[config.mk]
export PLATFORM = sky130hd
export DESIGN_NAME = cam_ctl_slave
export DESIGN_NICKNAME = d
export VERILOG_FILES = /design/src/rtl/cam_ctl_pkg.sv /design/src/rtl/cam_ctl_sync.sv /design/src/rtl/cam_ctl_regs.sv /design/src/rtl/cam_ctl_frame.sv /design/src/rtl/cam_ctl_drive.sv /design/src/rtl/cam_ctl_slave.sv
export SDC_FILE = /design/constraint.sdc
export NUM_CORES = 1
export LEC_CHECK = 0
export BUFFER_PORTS_ARGS = -buffer_cell sky130_fd_sc_hd__clkbuf_2
export CORE_MARGIN = 3
export CORE_UTILIZATION = 35
export DETAILED_ROUTE_END_ITERATION = 8
export PLACE_DENSITY_LB_ADDON = 0.1
export SETUP_SLACK_MARGIN = 0.1
export SYNTH_ARGS = -nofsm -noshare
export SYNTH_HDL_FRONTEND = slang
export SYNTH_SLANG_ARGS = --single-unit
export TNS_END_PERCENT = 30
[constraint.sdc]
create_clock -name clk_i -period 3.75 [get_ports clk_i]
set_clock_uncertainty 0.15 [all_clocks]
set_input_delay 0 -clock clk_i [delete_from_list [all_inputs] [get_ports clk_i]]
set_output_delay 0 -clock clk_i [all_outputs]
set_load 0.01 [all_outputs]
[src/rtl/cam_ctl_pkg.sv]
package cam_ctl_pkg;
  typedef logic [7:0] byte_t;
  typedef enum logic [1:0] {PH_ID, PH_SUB, PH_DATA, PH_OVER} phase_e;
  localparam byte_t STAT_RESET = 8'h55;
  localparam byte_t STAT_ERR   = 8'h54;
endpackage

[src/rtl/cam_ctl_sync.sv]
module cam_ctl_sync #(
  parameter int W      = 3,
  parameter int STAGES = 2
) (
  input  logic         clk_i,
  input  logic         rst_ni,
  input  logic [W-1:0] d_i,
  output logic [W-1:0] q_o
);
  logic [W-1:0] st [STAGES];

  for (genvar s = 0; s < STAGES; s++) begin : g_stage
    always_ff @(posedge clk_i or negedge rst_ni) begin
      if (!rst_ni) st[s] <= '1;  // idle bus reads high
      else if (s == 0) st[s] <= d_i;
      else st[s] <= st[(s == 0) ? 0 : s-1];
    end
  end

  assign q_o = st[STAGES-1];
endmodule

[src/rtl/cam_ctl_regs.sv]
module cam_ctl_regs
  import cam_ctl_pkg::*;
#(
  parameter int                ADDR_W    = 4,
  parameter logic [ADDR_W-1:0] STAT_ADDR = '1
) (
  input  logic              clk_i,
  input  logic              rst_ni,
  input  logic              err_set_i,
  input  logic              bus_we_i,
  input  logic [ADDR_W-1:0] bus_waddr_i,
  input  byte_t             bus_wdata_i,
  input  logic [ADDR_W-1:0] bus_raddr_i,
  output byte_t             bus_rdata_o,
  input  logic              loc_we_i,
  input  logic [ADDR_W-1:0] loc_addr_i,
  input  byte_t             loc_wdata_i,
  output byte_t             loc_rdata_o
);
  localparam int NREG = 1 << ADDR_W;

  byte_t regs [NREG];

  for (genvar g = 0; g < NREG; g++) begin : g_reg
    localparam logic [ADDR_W-1:0] IDX = ADDR_W'(g);
    localparam bit    IS_STAT = (IDX == STAT_ADDR);
    localparam byte_t RST_VAL = IS_STAT ? STAT_RESET : 8'h00;
    // priority: error record > bus write > local write
    always_ff @(posedge clk_i or negedge rst_ni) begin
      if (!rst_ni) regs[g] <= RST_VAL;
      else if (IS_STAT && err_set_i) regs[g] <= STAT_ERR;
      else if (bus_we_i && bus_waddr_i == IDX) regs[g] <= bus_wdata_i;
      else if (loc_we_i && loc_addr_i == IDX) regs[g] <= loc_wdata_i;
    end
  end

  assign bus_rdata_o = regs[bus_raddr_i];

  always_ff @(posedge clk_i or negedge rst_ni) begin
    if (!rst_ni) loc_rdata_o <= '0;
    else loc_rdata_o <= regs[loc_addr_i];
  end
endmodule

[src/rtl/cam_ctl_frame.sv]
module cam_ctl_frame
  import cam_ctl_pkg::*;
#(
  parameter logic [6:0] DEV_ID = 7'h21,
  parameter int         ADDR_W = 4
) (
  input  logic              clk_i,
  input  logic              rst_ni,
  input  logic              en_s_i,
  input  logic              sclk_i,
  input  logic              sdat_i,
  input  byte_t             rd_byte_i,
  output logic              match_o,
  output logic              rd_o,
  output phase_e            phase_o,
  output logic [ADDR_W-1:0] sub_o,
  output logic              we_o,
  output byte_t             wdata_o,
  output logic              err_o,
  output logic              plan_vld_o,
  output logic              plan_oe_o,
  output logic              plan_dat_o
);
  logic       en_q, sclk_q, active;
  logic [3:0] bit_cnt;
  byte_t      shreg;

  wire start   = en_q & ~en_s_i;
  wire stop    = ~en_q & en_s_i;
  wire rise    = ~sclk_q & sclk_i;
  wire fall    = sclk_q & ~sclk_i;
  wire ninth   = (bit_cnt == 4'd8);
  wire rd_data = rd_o & (phase_o == PH_SUB) & ~ninth;
  // a phase whose ninth bit is still owed when the frame stops
  wire owed    = ninth & (phase_o != PH_OVER) & ~(rd_o & phase_o == PH_DATA);

  always_ff @(posedge clk_i or negedge rst_ni) begin
    if (!rst_ni) begin
      en_q <= 1'b1; sclk_q <= 1'b1; active <= 1'b0;
      match_o <= 1'b0; rd_o <= 1'b0; phase_o <= PH_ID; bit_cnt <= '0;
      shreg <= '0; sub_o <= '0; we_o <= 1'b0; err_o <= 1'b0;
    end else begin
      en_q   <= en_s_i;
      sclk_q <= sclk_i;
      we_o   <= 1'b0;
      err_o  <= 1'b0;
      if (start) begin
        active <= 1'b1; match_o <= 1'b0; rd_o <= 1'b0;
        phase_o <= PH_ID; bit_cnt <= '0;
      end else if (stop) begin
        active  <= 1'b0;
        bit_cnt <= '0;
        phase_o <= PH_ID;
        if (active && match_o && owed) err_o <= 1'b1;
      end else if (active && rise) begin
        if (!ninth) begin
          shreg   <= {shreg[6:0], sdat_i};
          bit_cnt <= bit_cnt + 4'd1;
          if (phase_o == PH_ID && bit_cnt == 4'd7) begin
            match_o <= (shreg[6:0] == DEV_ID);
            rd_o    <= sdat_i;
          end
        end else begin
          bit_cnt <= '0;
          if (phase_o != PH_OVER) phase_o <= phase_e'(phase_o + 2'd1);
          if (match_o && !rd_o && phase_o == PH_SUB)  sub_o <= shreg[ADDR_W-1:0];
          if (match_o && !rd_o && phase_o == PH_DATA) we_o  <= 1'b1;
        end
      end
    end
  end

  assign wdata_o    = shreg;
  // next bit position is known at each falling edge
  assign plan_vld_o = active & ~en_s_i & fall;
  assign plan_oe_o  = match_o & ((ninth & ((~rd_o & phase_o != PH_OVER) |
                                           (rd_o & phase_o == PH_ID))) | rd_data);
  assign plan_dat_o = rd_data ? rd_byte_i[~bit_cnt[2:0]] : 1'b0;
endmodule

[src/rtl/cam_ctl_drive.sv]
module cam_ctl_drive #(
  parameter int HOLD_CYC = 93
) (
  input  logic clk_i,
  input  logic rst_ni,
  input  logic en_s_i,
  input  logic plan_vld_i,
  input  logic plan_oe_i,
  input  logic plan_dat_i,
  output logic oe_o,
  output logic dat_o
);
  localparam int TMR_W = $clog2(HOLD_CYC + 1);

  logic [TMR_W-1:0] tmr;
  logic             pend, want_oe, want_dat;

  always_ff @(posedge clk_i or negedge rst_ni) begin
    if (!rst_ni) begin
      tmr <= '0; pend <= 1'b0; want_oe <= 1'b0; want_dat <= 1'b0;
      oe_o <= 1'b0; dat_o <= 1'b0;
    end else if (en_s_i) begin
      pend <= 1'b0; tmr <= '0; oe_o <= 1'b0;
    end else if (plan_vld_i) begin
      pend <= 1'b1; tmr <= TMR_W'(HOLD_CYC);
      want_oe <= plan_oe_i; want_dat <= plan_dat_i;
    end else if (pend) begin
      tmr <= tmr - 1'b1;
      if (tmr <= TMR_W'(1)) begin
        pend <= 1'b0; oe_o <= want_oe; dat_o <= want_dat;
      end
    end
  end
endmodule

[src/rtl/cam_ctl_slave.sv]
module cam_ctl_slave
  import cam_ctl_pkg::*;
#(
  parameter logic [6:0]        DEV_ID      = 7'h21,
  parameter int                ADDR_W      = 4,
  parameter logic [ADDR_W-1:0] STAT_ADDR   = '1,
  parameter int                HOLD_CYC    = 93,
  parameter int                SYNC_STAGES = 2
) (
  input  logic              clk_i,
  input  logic              rst_ni,
  input  logic              cam_en_ni,
  input  logic              cam_clk_i,
  input  logic              cam_dat_i,
  output logic              cam_dat_o,
  output logic              cam_dat_oe_o,
  input  logic              loc_we_i,
  input  logic [ADDR_W-1:0] loc_addr_i,
  input  logic [7:0]        loc_wdata_i,
  output logic [7:0]        loc_rdata_o
);
  logic              en_s, sclk_s, sdat_s, sclk_m, sdat_m;
  logic              match, rd, we, err, plan_vld, plan_oe, plan_dat;
  phase_e            phase;
  logic [ADDR_W-1:0] sub;
  byte_t             wdata, rd_byte;

  cam_ctl_sync #(.W(3), .STAGES(SYNC_STAGES)) u_sync (
    .clk_i, .rst_ni,
    .d_i({cam_en_ni, cam_clk_i, cam_dat_i}),
    .q_o({en_s, sclk_s, sdat_s})
  );

  // a released bus must look idle to the decoder
  assign sclk_m = en_s | sclk_s;
  assign sdat_m = en_s | sdat_s;

  cam_ctl_frame #(.DEV_ID(DEV_ID), .ADDR_W(ADDR_W)) u_frame (
    .clk_i, .rst_ni, .en_s_i(en_s), .sclk_i(sclk_m), .sdat_i(sdat_m),
    .rd_byte_i(rd_byte), .match_o(match), .rd_o(rd), .phase_o(phase),
    .sub_o(sub), .we_o(we), .wdata_o(wdata), .err_o(err),
    .plan_vld_o(plan_vld), .plan_oe_o(plan_oe), .plan_dat_o(plan_dat)
  );

  cam_ctl_regs #(.ADDR_W(ADDR_W), .STAT_ADDR(STAT_ADDR)) u_regs (
    .clk_i, .rst_ni, .err_set_i(err), .bus_we_i(we), .bus_waddr_i(sub),
    .bus_wdata_i(wdata), .bus_raddr_i(sub), .bus_rdata_o(rd_byte),
    .loc_we_i, .loc_addr_i, .loc_wdata_i, .loc_rdata_o
  );

  cam_ctl_drive #(.HOLD_CYC(HOLD_CYC)) u_drive (
    .clk_i, .rst_ni, .en_s_i(en_s), .plan_vld_i(plan_vld),
    .plan_oe_i(plan_oe), .plan_dat_i(plan_dat),
    .oe_o(cam_dat_oe_o), .dat_o(cam_dat_o)
  );
endmodule

==> flow_metrics.tcl <==
set metrics [dict create \
    worstPathRequired_ns 3.87 \
    cts_tree "yes" \
    gr-total-overflow 0 \
    synthDistinctLibCells 61 \
    synth_async_sr_flop_share 1.00 \
    vias 7655 \
    std_cell_rows 62 \
    drt_iter0_drc 607 \
    avgSynthCellArea_um2 11.0 \
    avgRoutedWirePerCell_um 25.9 \
    via_per_inst 5.73 \
    hold_viol_final 0 \
    min_path_cells 2 \
    worstHoldStart "cam_clk_i" \
    grt_max_degree 108 \
    synthCells 950 \
    critPathKind "reg -> reg" \
    nets 968 \
    layout_min_cycle_time_ns 2.81 \
    slew_viol_final 0 \
    cts_root_buf "clkbuf_16" \
    die_w_um 179 \
    fill_cells 2856 \
    fp.coreArea_mm2 0.0290 \
    antenna_left 0 \
    netlist_area_mm2 0.0104 \
    grt_use_total 0.225 \
    hold_end "u_sync.st[4]" \
    firstDrtPassIters 5 \
    clockBufferDepth 2 \
    cp_max_fo 22 \
    numCtsBuffers 17 \
    power.total_mw 5.60 \
    max_slew_margin 0.236 \
    final_cell_mix "dfrtp_1, mux2i_1, nor2_1" \
    end_kind "flop" \
    ys_warn_count 0 \
    die_h_um 179 \
    grt_pass1_vias 7471 \
    die_area_mm2 0.0319 \
    post_cts_buffers 0 \
    fin_crit_sh 0.750 \
    reg2reg_from "u_frame.sub_o[0]" \
    portBuffers 27 \
    cts.sinks 179 \
    cap_violations 0 \
    p_leak_nw 4.60 \
    grt_setup_unrepaired "no" \
    status "completed" \
    maxClockFrequency_ghz 0.355 \
    clk_latency_ns 0.44 \
    diodes 0 \
    routed_wl_um 34700 \
    cts_resized 0 \
    syn_nets 979 \
    layout_commonest_cell "dfrtp_1" \
    multi_input_area_mm2 0.00554 \
    startpoint "u_frame.sub_o[0]" \
    io_pins 28 \
    ff_latch_area_mm2 0.00450 \
    setup_viol 0 \
    peakVddDrop_uv 316 \
    ys_seq_elements 179 \
    tns_ns 0 \
    area_delta_synth_final_pct 9.47 \
    drc 0 \
    worstMarginPinSlew_ns 1.15 \
    htree_levels 4 \
    synth_edf_count 0 \
    place.gp.congestion 0.913 \
    antenna_found_initial 1 \
    reg2reg_setup_slack_ns 0.94 \
    worstPathArrival_ns 2.94 \
    ys.flop_type "dfrtp_1" \
    clk_pin_slew_ns 0.07 \
    hpwlAfterDp_um 22800 \
    initial_core_util 0.359 \
    critPathLaunchType "flop" \
    hold_path_class "in -> reg" \
    rr_endpoint "u_regs.regs[90]" \
    seq_area_frac_synth 0.431 \
    grt_pass1_wl_um 52200 \
    ff2ff_path_depth 4 \
    drive_gt1_frac 0.196 \
    p_per_area_mw_per_mm2 491 \
]
==> final cells by class <==
type	instances	share of cell area
Sequential cell	179	0.394
Timing Repair Buffer	47	0.0269
Clock buffer	21	0.0404
Tap cell	384	0.0421
Inverter	12	0.00395
Clock inverter	11	0.00713
Multi-Input combinational cell	682	0.485
==> cell families (layout without fill, tap and decap cells) <==
group	Yosys count	after routing	synth area share
buffers and inverters	89	91	0.0373
adder cells (fa/ha/maj)	11	11	0.0132
XOR/XNOR	7	7	0.00588
AND/OR/NAND/NOR	259	259	0.116
multiplexers	230	230	0.302
AO/OA/AOI/OAI	175	175	0.0942
flip-flops	179	179	0.431
==> cells in the mapped netlist, types with 3 or more instances <==
master    count  area share
dfrtp_1     167        0.40
mux2i_1     145        0.14
nor2_1       99       0.036
a21oi_1      83       0.040
nand2_1      79       0.028
o21ai_0      59       0.028
mux4_2       58        0.13
clkbuf_1     47       0.017
mux2_2       21       0.023
buf_2        14      0.0067
nand3_1      13      0.0062
dfstp_2      12       0.030
inv_1        12      0.0043
ha_1         11       0.013
buf_1        10      0.0036
nor2b_1       9      0.0054
a22oi_1       8      0.0058
nor2_2        8      0.0048
nor3_1        7      0.0034
nand2b_1      6      0.0036
xnor2_1       6      0.0050
mux4_1        5       0.013
nand3b_1      5      0.0036
a311oi_1      4      0.0034
and3_1        4      0.0024
o21ai_1       4      0.0019
or2_2         4      0.0024
buf_4         3      0.0022
nor3b_1       3      0.0022
or3_1         3      0.0018
==> flip-flops by register name (all words and copies together), names as in the netlist, 2 cells and up <==
| register | cells |
|---|---|
| u_frame.phase_o | 2 |
| u_frame.bit_cnt | 4 |
| u_sync.q_o | 3 |
| u_frame.wdata_o | 8 |
| u_regs.regs | 128 |
| u_frame.sub_o | 4 |
| u_sync.st | 3 |
| u_drive.tmr | 7 |
| u_regs.loc_rdata_o | 8 |
==> per-stage QoR <==
step / std cells / cell area [µm²] / setup WS, ns / utilization / hold WS, ns
6_report: 1336 / 11400 / 0.936 / 0.393 / 0.0445
4_1_cts: 1336 / 11400 / 0.913 / 0.393 / 0.0242
3_3_place_gp: 1299 / 10800 / 0.967 / 0.373 / -0.0625
2_1_floorplan: 950 / 10400 / 1.57 / - / -0.446
5_1_grt: 1336 / 11400 / 0.697 / 0.393 / 0.0372
3_5_place_dp: 1299 / 10800 / 0.899 / 0.373 / -0.0603
==> power breakdown <==
group	total, mW	leakage [nW]	internal [mW]	switching [mW]
Combinational	1.13	2.30	0.594	0.532
Clock	1.71	0.248	0.886	0.822
Sequential	2.76	2.06	2.32	0.445
Total	5.60	4.60	3.80	1.80
==> routing by layer <==
layer / part of all wire / track usage / routed length, µm
met1: 0.48 / 0.336 / 16800
met2: 0.45 / 0.337 / 15500
met3: 0.053 / 0.0445 / 1840
met4: 0.015 / 0.0526 / 527
met5: 0.00046 / 0 / 16
==> how the worst max path moves through the flow <==
stage | cells past startpoint | endpoint | slack (ns)
after floorplan | 8 | u_frame.sub_o[0] | 1.57
after global placement | 4 | u_regs.regs[92] | 0.97
after detailed placement | 4 | u_regs.regs[89] | 0.90
after CTS | 4 | u_regs.regs[94] | 0.91
after global routing | 4 | u_regs.regs[120] | 0.70
final | 4 | u_regs.regs[90] | 0.94
==> timing repair <==
item,in CTS,in global routing
hold endpoints to repair,108,0
setup endpoints to repair,0,0
hold buffers,5,0
==> worst max-delay path: stages (launching register included) <==
cell	delay, ns
dfrtp_2	0.67
buf_4	0.32
or3b_1	0.44
nor2b_1	0.83
o21ai_0	0.23
Note: power is estimated with default switching activity, not from simulation.
